`src/rtl/spm_pkg.sv`:
```
package spm_pkg;

  typedef struct packed {
    logic sum;
    logic cout;
  } fa_res_t;

  // One-bit full adder
  function automatic fa_res_t full_add(input logic a, input logic b, input logic ci);
    fa_res_t r;
    r.sum  = a ^ b ^ ci;
    r.cout = (a & b) | (a & ci) | (b & ci);
    return r;
  endfunction

  // Partial-product bit: multiplicand bit gated by the serial multiplier bit
  function automatic logic pp_bit(input logic x, input logic y);
    return x & y;
  endfunction

endpackage

```
`src/rtl/spm_link.sv`:
```
module spm_link (
  input  logic clk,
  input  logic rst,
  input  logic d,
  output logic q
);

  always_ff @(posedge clk) begin
    if (rst) q <= 1'b0;
    else     q <= d;
  end

endmodule

```
`src/rtl/spm_cell.sv`:
```
module spm_cell
  import spm_pkg::*;
(
  input  logic clk,
  input  logic rst,
  input  logic x_bit,
  input  logic y_bit,
  input  logic ps_in,
  output logic ps_out,
  output logic carry_q
);

  logic    pp;
  fa_res_t add_res;

  always_comb begin
    pp      = pp_bit(x_bit, y_bit);
    add_res = full_add(pp, ps_in, carry_q);
  end

  assign ps_out = add_res.sum;

  // Local carry: fed back into this cell's adder in the next slot
  always_ff @(posedge clk) begin
    if (rst) carry_q <= 1'b0;
    else     carry_q <= add_res.cout;
  end

endmodule

```
`src/rtl/spm_array.sv`:
```
module spm_array #(
  parameter int N = 5
) (
  input  logic         clk,
  input  logic         rst,
  input  logic [N-1:0] mcand,
  input  logic         mplier_bit,
  output logic         prod_bit
);

  localparam int LINKS = N - 1;

  // Named internal events, visible to the bound checker
  logic [N-1:0]     cell_sum;   // combinational sum leaving each cell
  logic [N-1:0]     carry_q;    // carry register of each cell
  logic [N-1:0]     ps_in;      // sum entering each cell
  logic [LINKS-1:0] link_q;     // link_q[j] holds last slot's sum of cell j+1

  generate
    for (genvar j = 0; j < N; j++) begin : g_cell
      spm_cell u_cell (
        .clk     (clk),
        .rst     (rst),
        .x_bit   (mcand[j]),
        .y_bit   (mplier_bit),
        .ps_in   (ps_in[j]),
        .ps_out  (cell_sum[j]),
        .carry_q (carry_q[j])
      );
      if (j == N - 1) begin : g_end
        assign ps_in[j] = 1'b0;
      end else begin : g_mid
        spm_link u_link (
          .clk (clk),
          .rst (rst),
          .d   (cell_sum[j+1]),
          .q   (link_q[j])
        );
        assign ps_in[j] = link_q[j];
      end
    end
  endgenerate

  // Output register on the cell nearest the output
  spm_link u_out (
    .clk (clk),
    .rst (rst),
    .d   (cell_sum[0]),
    .q   (prod_bit)
  );

endmodule

```
`config.mk`:
```
export PLATFORM = sky130hd
export DESIGN_NAME = spm_array
export DESIGN_NICKNAME = d
export VERILOG_FILES = /design/src/rtl/spm_pkg.sv /design/src/rtl/spm_link.sv /design/src/rtl/spm_cell.sv /design/src/rtl/spm_array.sv
export SDC_FILE = /design/constraint.sdc
export NUM_CORES = 1
export LEC_CHECK = 0
export BUFFER_PORTS_ARGS = -buffer_cell sky130_fd_sc_hd__buf_2
export CORE_AREA = 5 5 42 44
export CTS_BUF_LIST = sky130_fd_sc_hd__clkbuf_4
export CTS_CLUSTER_SIZE = 25
export DETAILED_ROUTE_END_ITERATION = 16
export DIE_AREA = 0 0 47 49
export RECOVER_POWER = 25
export SKIP_LAST_GASP = 1
export SYNTH_ARGS = -nofsm -noshare
export SYNTH_HDL_FRONTEND = slang
export SYNTH_SLANG_ARGS = --single-unit
```
`constraint.sdc`:
```
create_clock -name clk -period 1.3 [get_ports clk]
set_clock_uncertainty 0.05 [all_clocks]
set_input_delay 0.065 -clock clk [delete_from_list [all_inputs] [get_ports clk]]
set_output_delay 0.065 -clock clk [all_outputs]
set_load 0.02 [all_outputs]
```
==> results of run 1 <==
## per-stage QoR
stage               setup slack, ps  std cells  area [um^2]
CTS                           162.2         66        493.0
global route                  132.7         66        491.7
detailed placement            170.8         62        466.7
floorplan                     206.1         39        417.9
finish                        171.6         66        491.7
global placement              194.7         62        466.7
## cell families after synthesis
| family | after synthesis | synth area share [%] |
|---|---|---|
| adders and majority gates | 5 | 22.16 |
| and+or+nand+nor | 15 | 20.06 |
| buffers and inverters | 9 | 9.880 |
| DFF | 10 | 47.90 |
## area by class of cell
cell class / count / area (um^2)
multi-input combinational: 20 / 176.4
sequential: 10 / 200.2
fill: 155 / 909.6
clock buffer: 3 / 22.52
inverter: 8 / 30.03
clock inverter: 1 / 3.754
timing repair buffer: 8 / 38.79
tap: 16 / 20.02
## cell usage after synthesis
library cell / n
sky130_fd_sc_hd__dfxtp_1: 10
sky130_fd_sc_hd__inv_1: 8
sky130_fd_sc_hd__nor2_1: 6
sky130_fd_sc_hd__fa_1: 4
sky130_fd_sc_hd__nand2_1: 4
sky130_fd_sc_hd__and2_1: 1
sky130_fd_sc_hd__buf_6: 1
sky130_fd_sc_hd__ha_1: 1
sky130_fd_sc_hd__nor2_2: 1
sky130_fd_sc_hd__nor2_4: 1
sky130_fd_sc_hd__nor2b_2: 1
sky130_fd_sc_hd__nor2b_4: 1
## final timing paths
path                                                from                       end  slack [ps]  cells after the start
worst max-delay path            g_cell[1].u_cell.carry_q  g_cell[0].g_mid.u_link.q         170                      3
worst min-delay path                                 rst  g_cell[0].u_cell.carry_q          70                      2
worst max register to register  g_cell[1].u_cell.carry_q  g_cell[0].g_mid.u_link.q         170                      3
worst min register to register  g_cell[4].u_cell.carry_q  g_cell[4].u_cell.carry_q         540                      2
## sequential cells by signal (all words and copies together) (netlist names)
name / cells
u_out.q: 1
g_cell.g_mid.u_link.q: 4
g_cell.u_cell.carry_q: 5
## routing by layer
layer | up-vias | GRT usage, %
met5 | - | 0
met3 | 2 | 2.583
met1 | 125 | 8.617
met4 | 0 | 5.530
li1 | 130 | -
met2 | 6 | 8.371
## report_power, final
part | switching, mW | leakage, nW | internal (mW)
registers | 0.00339 | 0.0816 | 0.321
clock network | 0.103 | 0.0154 | 0.111
logic | 0.0371 | 0.0964 | 0.0279
total | 0.144 | 0.193 | 0.460
## worst reg2reg max path: stages (launching register included)
cell and delay (ps):
sky130_fd_sc_hd__dfxtp_1 310, sky130_fd_sc_hd__inv_1 50, sky130_fd_sc_hd__fa_1 580, sky130_fd_sc_hd__nor2_4 30
==> impl_results.md, run 1 <==
- Number of antenna violations at the first check in global routing: 0
- Final net count: 64
- Height of the die: 49 um
- Average instance area after synthesis: 10.72 um^2
- Via/cell ratio: 3.985
- Diodes inserted: 0
- Htree depth: 1
- Power after layout: 603.8 uW
- Top Layer Used: met4
- Final routed DRC violation total: 0
- Post-CTS Hold Buffers: 0
- Width of the chip: roughly 47 um
- Minimum period implied by the final worst setup slack: approximately 1100 ps
- WP data arrival: approximately 1200 ps
- Routed length per placed instance: ~8.6 um
- Number of buffers inserted by port buffering: 8
- Kind of start point of the critical path: flop
- Path type of the worst min-delay path: in -> reg
- First DRT Iteration DRCs: 0
- Number of detailed-routing iterations run before antenna repair: 1
- Placer Congestion: between 0.6 and 0.7
- Setup TNS: 0 ps
- DR WL met3: around 50 um
- Die Area: 2303 um^2
- Count of buffering cells on the critical path with inverters included: 1
- Worst slack on hold paths: 72.65 ps
- Largest net degree at the start of global routing: 11
- Number of setup violations in the final report: 0
- Remaining antenna violation count: 0
- Post-Synthesis Cell Area: ~420 um^2
- Number of clock sinks seen by CTS: 10
- GRT Overall Usage: under 10%
- Final period util: about 87%
- Share of post-route cells with drive strength above 1: ~28%
- Synthesized Nets: 52
- Number of setup buffers added after CTS: 0
- Wire length of the first global-routing pass: about 1100 um
- P_leak: a little under 0.2 nW
- Biggest area consumer among synthesized cells: sky130_fd_sc_hd__dfxtp_1
- Synthesized instance count: 39
- Leading cell types in the layout, fill and taps excluded: 10 x sky130_fd_sc_hd__dfxtp_1, 8 x sky130_fd_sc_hd__inv_1, 7 x sky130_fd_sc_hd__buf_2, 6 x sky130_fd_sc_hd__nor2_1
- Total length of routed met2 wires: around 270 um
- Unrepaired setup endpoints after global routing: false
- Final-report hold violation count: 0
- Slowest-stage cell, CP: sky130_fd_sc_hd__fa_1
- Peak supply drop: between 400 and 500 uV
- Cells taking the most area after synthesis: sky130_fd_sc_hd__dfxtp_1 48%, sky130_fd_sc_hd__fa_1 19%, sky130_fd_sc_hd__inv_1 7.2%, sky130_fd_sc_hd__nor2_1 5.4%, sky130_fd_sc_hd__nand2_1 3.6%
- Dominant delay contributor by cell family on the critical path: adder cells
- Buffer depth of the longest clock path: 2
- Number of vias after detailed routing: 263
- Most frequent standard cell in the layout excluding fill and tap cells: sky130_fd_sc_hd__dfxtp_1
- Pin slew with the least headroom to its limit: ~250 ps
- Post-synthesis to final-layout area growth: 17.66%
- Max-slew violation count: 0
- Critical path type: reg -> reg
- Number of synthesis warnings: 0
- Relative slew slack: 83.02%
- Power Density: around 1200 nW/um^2
- Max-cap violation count: 0
- Share of the synthesized area in the top cell type: a little under half
- M1 wire length: approximately 240 um
- Highest attainable clock frequency: approximately 890 MHz
- Run status: complete, no violations
- Final wirelength: 567 um
- Clock transition at the registers of the reported paths: 70 ps
- Flip-flop and latch count after synthesis: 10
- Setup crit end kind: flop
- CP max stage delay: ~580 ps
- Overflow left after global routing: 0
- Post-layout utilization of the core: a little over a third
- Sequential share of the synthesized area: between 40% and 50%
- Initial standard-cell utilization of the core: between 20% and 30%
- CP required: roughly 1400 ps
- Cell at the root of the clock tree: sky130_fd_sc_hd__clkbuf_4
- Top fanout value on the critical path: 1
- Number of clock buffers inserted by TritonCTS: 3
- Cell-by-cell listing of the critical path: inv_1, fa_1, nor2_4
- Number of resized instances in the post-cts repair step: 0
- Clock latency on the worst-skew pair: 260 ps
- Number of distinct library cell variants in the gate-level netlist after synthesis: 12
- TritonCTS clock tree: built
- Ports placed on the boundary: 9
- Core footprint: between 1000 and 1500 um^2
- Row Count: 14
- DP Wirelength: around 440 um
- Via count of the first global-routing pass: 268
Note: power is estimated with default switching activity, not from simulation.
==> inputs of run 2 (changes only) <==
--- a/config.mk
+++ b/config.mk
@@ -7,7 +7,7 @@
 export LEC_CHECK = 0
 export BUFFER_PORTS_ARGS = -buffer_cell sky130_fd_sc_hd__buf_2
 export CORE_AREA = 5 5 42 44
-export CTS_BUF_LIST = sky130_fd_sc_hd__clkbuf_4
+export CTS_BUF_LIST = sky130_fd_sc_hd__clkbuf_2 sky130_fd_sc_hd__clkbuf_4 sky130_fd_sc_hd__clkbuf_8
 export CTS_CLUSTER_SIZE = 25
 export DETAILED_ROUTE_END_ITERATION = 16
 export DIE_AREA = 0 0 47 49
==> impl_results.md, run 2 (synthesis gave the netlist of run 1 again) <==
- TritonCTS clock tree: built
- Largest registers: g_cell.u_cell.carry_q (5), g_cell.g_mid.u_link.q (4), u_out.q (1)
- Post-synthesis to final-layout area growth: 20.06%
- Register ranked first by flip-flop count: g_cell.u_cell.carry_q
- Largest register FFs: 5 (unchanged)
- Buffer depth of the longest clock path: 2 (unchanged)
- Power after layout: 665.5 uW (+10%)
- Pin slew with the least headroom to its limit: 254.6 ps (-0.1338 ps)
- Post-layout utilization of the core: 35.80% (+0.71 points)
- Height of the die: 49 um (unchanged)
- Hold Path Stages: 2 (unchanged)
- Number of setup violations in the final report: 0 (unchanged)
- Kind of start point of the critical path: flop
- Minimum period implied by the final worst setup slack: 1130 ps (+1.660 ps)
- Peak supply drop: 484.2 uV (about the same)
- CP required: 1400 ps (about the same)
- Setup TNS: 0 ps (unchanged)
- Number of vias after detailed routing: 267 (+1.5%)
- Initial standard-cell utilization of the core: 29.82% (unchanged)
- Final wirelength: 567 um (unchanged)
- DP Wirelength: 444.5 um (unchanged)
- Worst setup slack for register-to-register paths: 170 ps (about the same)
- Leading cell types in the layout, fill and taps excluded: 10 x sky130_fd_sc_hd__dfxtp_1, 8 x sky130_fd_sc_hd__inv_1, 7 x sky130_fd_sc_hd__buf_2, 6 x sky130_fd_sc_hd__nor2_1
- Net switching share of the total power: 21.98% (-1.8 points)
- Number of detailed-routing iterations run before antenna repair: 2 (+1)
- Number of clock buffers inserted by TritonCTS: 3 (unchanged)
- Run status: complete, no violations
- Clock transition at the registers of the reported paths: 70 ps (about the same)
- Final-report hold violation count: 0 (unchanged)
- Via count of the first global-routing pass: 267 (-0.37%)
- Fill cells: 155 (unchanged)
- Via/cell ratio: 4.045 (+1.5%)
- Critical path type: reg -> reg
- Max-slew violation count: 0 (unchanged)
- Setup crit end kind: flop
- Number of setup buffers added after CTS: 0 (unchanged)
- Clock latency on the worst-skew pair: 260 ps (about the same)
- Ports placed on the boundary: 9 (unchanged)
- Share of total power in sequential cells: 48.8% (-5.0 points)
- Number of antenna violations at the first check in global routing: 0 (unchanged)
- Die Area: 2303 um^2 (unchanged)
- Final routed DRC violation total: 0 (unchanged)
- Diodes inserted: 0 (unchanged)
- Relative slew slack: 83.03% (about the same)
- Wire length of the first global-routing pass: 1083 um (+2.0%)
- Overflow left after global routing: 0 (unchanged)
- Max-cap violation count: 0 (unchanged)
- Largest net degree at the start of global routing: 11 (unchanged)
- Top fanout value on the critical path: 1 (unchanged)
- Share of post-route cells with drive strength above 1: 30.00% (+2.0 points)
- CP startpoint: g_cell[1].u_cell.carry_q
- Share of power burned in the clock network: 41.4% (+6.0 points)
- Number of cells traversed by the worst register-to-register path: 3 (unchanged)
- Number of resized instances in the post-cts repair step: 0 (unchanged)
- WP data arrival: 1230 ps (about the same)
- Htree depth: 1 (unchanged)
- Routed length per placed instance: 8.591 um (unchanged)
- GRT Overall Usage: 7.255% (+0.57 points)
- RR Endpoint: g_cell[0].g_mid.u_link.q
- Launch point of the worst reg-to-reg path: g_cell[1].u_cell.carry_q
- Post-CTS Hold Buffers: 0 (unchanged)
- Final net count: 64 (unchanged)
- Worst hold start: rst
- Area after DPL: 466.7 um^2 (unchanged)
- Highest attainable clock frequency: 884.9 MHz (-0.15%)
- Number of clock sinks seen by CTS: 10 (unchanged)
- Finished layout cell area: 501.7 um^2 (+2.0%)
- P_sw: 146.3 uW (+1.7%)
- First DRT Iteration DRCs: 1 (+1)
- Width of the chip: 47 um (unchanged)
- Number of buffers inserted by port buffering: 8 (unchanged)
- Row Count: 14 (unchanged)
- Unrepaired setup endpoints after global routing: false
- Remaining antenna violation count: 0 (unchanged)
- Placer Congestion: 0.6010 (unchanged)
- Relative contribution of combinational cells to total power: 9.8% (-1.0 points)
- Endpoint with the worst hold slack: g_cell[0].u_cell.carry_q
- Final period util: 86.93% (+0.13 points)
- Power Density: 1326 nW/um^2 (+8.0%)
- P_leak: 0.1991 nW (+2.9%)
- Core footprint: 1401 um^2 (unchanged)
- Most frequent standard cell in the layout excluding fill and tap cells: sky130_fd_sc_hd__dfxtp_1
- Path type of the worst min-delay path: in -> reg
- Int Power: 519.2 uW (+13%)
- Cell at the root of the clock tree: sky130_fd_sc_hd__clkbuf_4
[run 2: changes by cell type in the layout (fill, tap and decap cells not counted)]
cell                       before  now
sky130_fd_sc_hd__clkbuf_8       0    1
sky130_fd_sc_hd__clkinv_1       1    0
[run 2: how the worst max path moves through the flow]
stage	slack, ps	depth (start not counted)	to
after floorplan	210	3	g_cell[0].g_mid.u_link.q
final	170	3	g_cell[0].g_mid.u_link.q
after global placement	190	3	g_cell[0].g_mid.u_link.q
after CTS	160	3	g_cell[0].g_mid.u_link.q
after detailed placement	170	3	g_cell[0].g_mid.u_link.q
after global routing	130	3	g_cell[0].g_mid.u_link.q
[run 2: final cells by class]
cell class | instances | area (um^2) | area share, %
multi-input combinational | 20 | 176.4 | 35.16
timing repair buffer | 8 | 38.79 | 7.731
sequential | 10 | 200.2 | 39.90
clock buffer | 4 | 36.28 | 7.232
inverter | 8 | 30.03 | 5.985
tap | 16 | 20.02 | 3.990
[run 2: power by group through the flow]
stage	combinational (mW)	sequential (mW)	clock, mW
floorplan	0.0446	0.336	0
global route	0.0749	0.327	0.321
finish	0.0652	0.325	0.275
global placement	0.0650	0.332	0
detailed placement	0.0681	0.332	0
CTS	0.0682	0.325	0.289
[run 2: worst max-delay path: stages, from the launching register on]
cell and delay, ps:
sky130_fd_sc_hd__dfxtp_1 310, sky130_fd_sc_hd__inv_1 50, sky130_fd_sc_hd__fa_1 580, sky130_fd_sc_hd__nor2_4 30
[run 2: per-layer routing]
metal,GRT usage [%],vias up,routed length (um)
li1,-,130,-
met1,8.617,129,233
met2,8.145,6,275
met3,4.797,2,50
met4,6.912,0,8
met5,0,-,0
[run 2: metrics by stage]
stage	worst slack, ps	hold WS [ps]	cells
3_5_place_dp	170.8	347.9	62
2_1_floorplan	206.1	229.2	39
6_report	169.9	71.43	66
3_3_place_gp	194.7	344.7	62
5_1_grt	132.6	58.99	66
4_1_cts	161.9	67.70	66
==> inputs of run 3 (changes only) <==
--- a/config.mk
+++ b/config.mk
@@ -5,6 +5,7 @@
 export SDC_FILE = /design/constraint.sdc
 export NUM_CORES = 1
 export LEC_CHECK = 0
+export ABC_AREA = 1
 export BUFFER_PORTS_ARGS = -buffer_cell sky130_fd_sc_hd__buf_2
 export CORE_AREA = 5 5 42 44
 export CTS_BUF_LIST = sky130_fd_sc_hd__clkbuf_2 sky130_fd_sc_hd__clkbuf_4 sky130_fd_sc_hd__clkbuf_8
==> impl_results.md, run 3 <==
- Run status: complete, no violations
- Synth async-reset ratio: 0% (unchanged)
- Highest attainable clock frequency: 911.4 MHz (+3.0%)
- Remaining antenna violation count: 0 (unchanged)
- P_leak: 0.1990 nW (about the same)
- Launch point of the worst reg-to-reg path: g_cell[3].u_cell.carry_q
- WP data arrival: 1190 ps (-40 ps)
- Combined flip-flop and latch cell area: 200.2 um^2 (unchanged)
- Area after DPL: 465.4 um^2 (-0.27%)
- Number of buffers inserted by port buffering: 8 (unchanged)
- Htree depth: 1 (unchanged)
- Setup TNS: 0 ps (unchanged)
- Capture point of the worst path: g_cell[2].g_mid.u_link.q
- Initial standard-cell utilization of the core: 29.73% (-0.089 points)
- Total length of routed met2 wires: 250 um (-9.1%)
- Flip-flop and latch count after synthesis: 10 (unchanged)
- Kind of start point of the critical path: flop
- Pin slew with the least headroom to its limit: 244.3 ps (-10.31 ps)
- CP startpoint: g_cell[3].u_cell.carry_q
- Final routed DRC violation total: 0 (unchanged)
- Cells taking the most area after synthesis: sky130_fd_sc_hd__dfxtp_1 48%, sky130_fd_sc_hd__fa_1 19%, sky130_fd_sc_hd__inv_1 9.9%, sky130_fd_sc_hd__nor2_1 5.4%, sky130_fd_sc_hd__nand2_1 4.5%
- Max-cap violation count: 0 (unchanged)
- Via/cell ratio: 3.956 (-2.2%)
- Critical path type: reg -> reg
- Relative slew slack: 83.71% (+0.69 points)
- Post-layout utilization of the core: 34.73% (-1.1 points)
- Buffer depth of the longest clock path: 2 (unchanged)
- Largest register FFs: 5 (unchanged)
- Leading cell types in the layout, fill and taps excluded: 11 x sky130_fd_sc_hd__inv_1, 10 x sky130_fd_sc_hd__dfxtp_1, 7 x sky130_fd_sc_hd__buf_2, 6 x sky130_fd_sc_hd__nor2_1, 5 x sky130_fd_sc_hd__nand2_1
- Number of cells traversed by the worst register-to-register path: 3 (unchanged)
- Biggest area consumer among synthesized cells: sky130_fd_sc_hd__dfxtp_1
- Post-Synthesis Cell Area: 416.7 um^2 (-0.30%)
- Die Area: 2303 um^2 (unchanged)
- Routed length per placed instance: 8.485 um (-1.2%)
- Top Layer Used: met3
- Finished layout cell area: 486.7 um^2 (-3.0%)
- Share of post-route cells with drive strength above 1: 26.92% (-3.1 points)
- Number of synthesis warnings: 0 (unchanged)
- Top fanout value on the critical path: 1 (unchanged)
- Height of the die: 49 um (unchanged)
- Peak supply drop: 612.1 uV (+26%)
- Number of resized instances in the post-cts repair step: 0 (unchanged)
- Synth Flop Type: sky130_fd_sc_hd__dfxtp_1
- Power Density: 1209 nW/um^2 (-8.9%)
- Core footprint: 1401 um^2 (unchanged)
- Minimum period implied by the final worst setup slack: 1097 ps (-32.88 ps)
- Cell at the root of the clock tree: sky130_fd_sc_hd__clkbuf_4
- Number of distinct library cell variants in the gate-level netlist after synthesis: 9 (-3)
- Number of enable flip-flop cells after synthesis: 0 (unchanged)
- Power after layout: 588.3 uW (-12%)
- Sequential share of the synthesized area: 48.05% (+0.14 points)
- Path type of the worst min-delay path: in -> reg
- Smallest setup slack after layout: 202.8 ps (+32.88 ps)
- Top cells by instance count after synthesis: 11 x sky130_fd_sc_hd__inv_1, 10 x sky130_fd_sc_hd__dfxtp_1, 6 x sky130_fd_sc_hd__nor2_1
- DR WL met3: 51 um (+2.0%)
- CP required: 1390 ps (about the same)
- Final wirelength: 577 um (+1.8%)
- Fill cells: 172 (+11%)
- Register ranked first by flip-flop count: g_cell.u_cell.carry_q
- Largest registers: g_cell.u_cell.carry_q (5), g_cell.g_mid.u_link.q (4), u_out.q (1)
- GRT Overall Usage: 6.326% (-0.93 points)
- Post-Place Worst Slack: 206.4 ps (+35.60 ps)
- Width of the chip: 47 um (unchanged)
- Number of detailed-routing iterations run before antenna repair: 1 (-1)
- Worst setup slack for register-to-register paths: 200 ps (+30 ps)
- Diodes inserted: 0 (unchanged)
- Wire length of the first global-routing pass: 1028 um (-5.1%)
- DP Wirelength: 450.1 um (+1.3%)
- Final period util: 84.40% (-2.5 points)
- Final net count: 67 (+4.7%)
- Area of the multi-input gates: 163.9 um^2 (-7.1%)
- Share of the synthesized area in the top cell type: 48.05% (+0.14 points)
- Worst slack on hold paths: 73.32 ps (+1.884 ps)
- Library cell with the highest instance count after synthesis: sky130_fd_sc_hd__inv_1
- Clock latency on the worst-skew pair: 260 ps (about the same)
- Number of antenna violations at the first check in global routing: 0 (unchanged)
- Most frequent standard cell in the layout excluding fill and tap cells: sky130_fd_sc_hd__inv_1
- Post-CTS Hold Buffers: 0 (unchanged)
- Largest net degree at the start of global routing: 11 (unchanged)
- Final instance count without filler cells: 68 (+3.0%)
- Synthesized Nets: 55 (+5.8%)
- Overflow left after global routing: 0 (unchanged)
- Number of setup violations in the final report: 0 (unchanged)
- Number of placed cells counting well taps: 65 (+4.8%)
- Number of clock sinks seen by CTS: 10 (unchanged)
- RR Endpoint: g_cell[2].g_mid.u_link.q
- Final-report hold violation count: 0 (unchanged)
- Average instance area after synthesis: 9.920 um^2 (-7.4%)
- Synthesized instance count: 42 (+7.7%)
- M1 wire length: 275 um (+18%)
- Number of setup buffers added after CTS: 0 (unchanged)
- Ports placed on the boundary: 9 (unchanged)
- Placer Congestion: 0.6145 (+2.2%)
- Clock transition at the registers of the reported paths: 60 ps (about the same)
- Number of vias after detailed routing: 269 (+0.75%)
- Post-synthesis to final-layout area growth: 16.82%
- TritonCTS clock tree: built
- Max-slew violation count: 0 (unchanged)
- Via count of the first global-routing pass: 258 (-3.4%)
- Unrepaired setup endpoints after global routing: false
- First DRT Iteration DRCs: 0 (-1)
- Number of clock buffers inserted by TritonCTS: 3 (unchanged)
- Row Count: 14 (unchanged)
- Setup crit end kind: flop
[run 3: cell type report]
| type | instances | share of cell area (%) |
|---|---|---|
| tap | 16 | 4.113 |
| timing repair buffer | 8 | 7.969 |
| sequential | 10 | 41.13 |
| clock buffer | 3 | 4.627 |
| inverter | 11 | 8.483 |
| multi-input combinational | 20 | 33.68 |
[run 3: per-layer routing]
layer	vias up	GRT usage [%]
li1	136	-
met1	125	8.824
met2	8	7.919
met3	0	3.321
met4	0	2.765
met5	-	0
[run 3: power breakdown]
part	total [mW]	internal, mW	switching (mW)	leakage, nW
sequential	0.325	0.322	0.00366	0.0816
clock	0.202	0.106	0.0956	0.0138
combinational	0.0610	0.0246	0.0364	0.104
[run 3: worst max-delay path, stage by stage, from the launching register on]
cell and delay (ps):
sky130_fd_sc_hd__dfxtp_1 310, sky130_fd_sc_hd__inv_1 50, sky130_fd_sc_hd__fa_1 530, sky130_fd_sc_hd__nor2_1 50
[run 3: kinds of logic (layout without fill, tap and decap cells)]
logic type               after synthesis  after routing  share of synthesized area, %
adder cells (fa/ha/maj)                5              5                         22.22
flip-flops                            10             10                         48.05
AND/OR/NAND/NOR                       15             15                         17.12
buffers and inverters                 12             22                         12.61
[run 3: worst min path at each step]
stage,endpoint,slack (ps),from,cells after the start
floorplan,g_cell[3].g_mid.u_link.q,220,rst,2
global route,g_cell[3].u_cell.carry_q,70,rst,2
global placement,g_cell[0].u_cell.carry_q,340,rst,2
CTS,g_cell[3].u_cell.carry_q,80,rst,2
finish,g_cell[3].u_cell.carry_q,70,rst,2
detailed placement,g_cell[3].u_cell.carry_q,340,rst,2
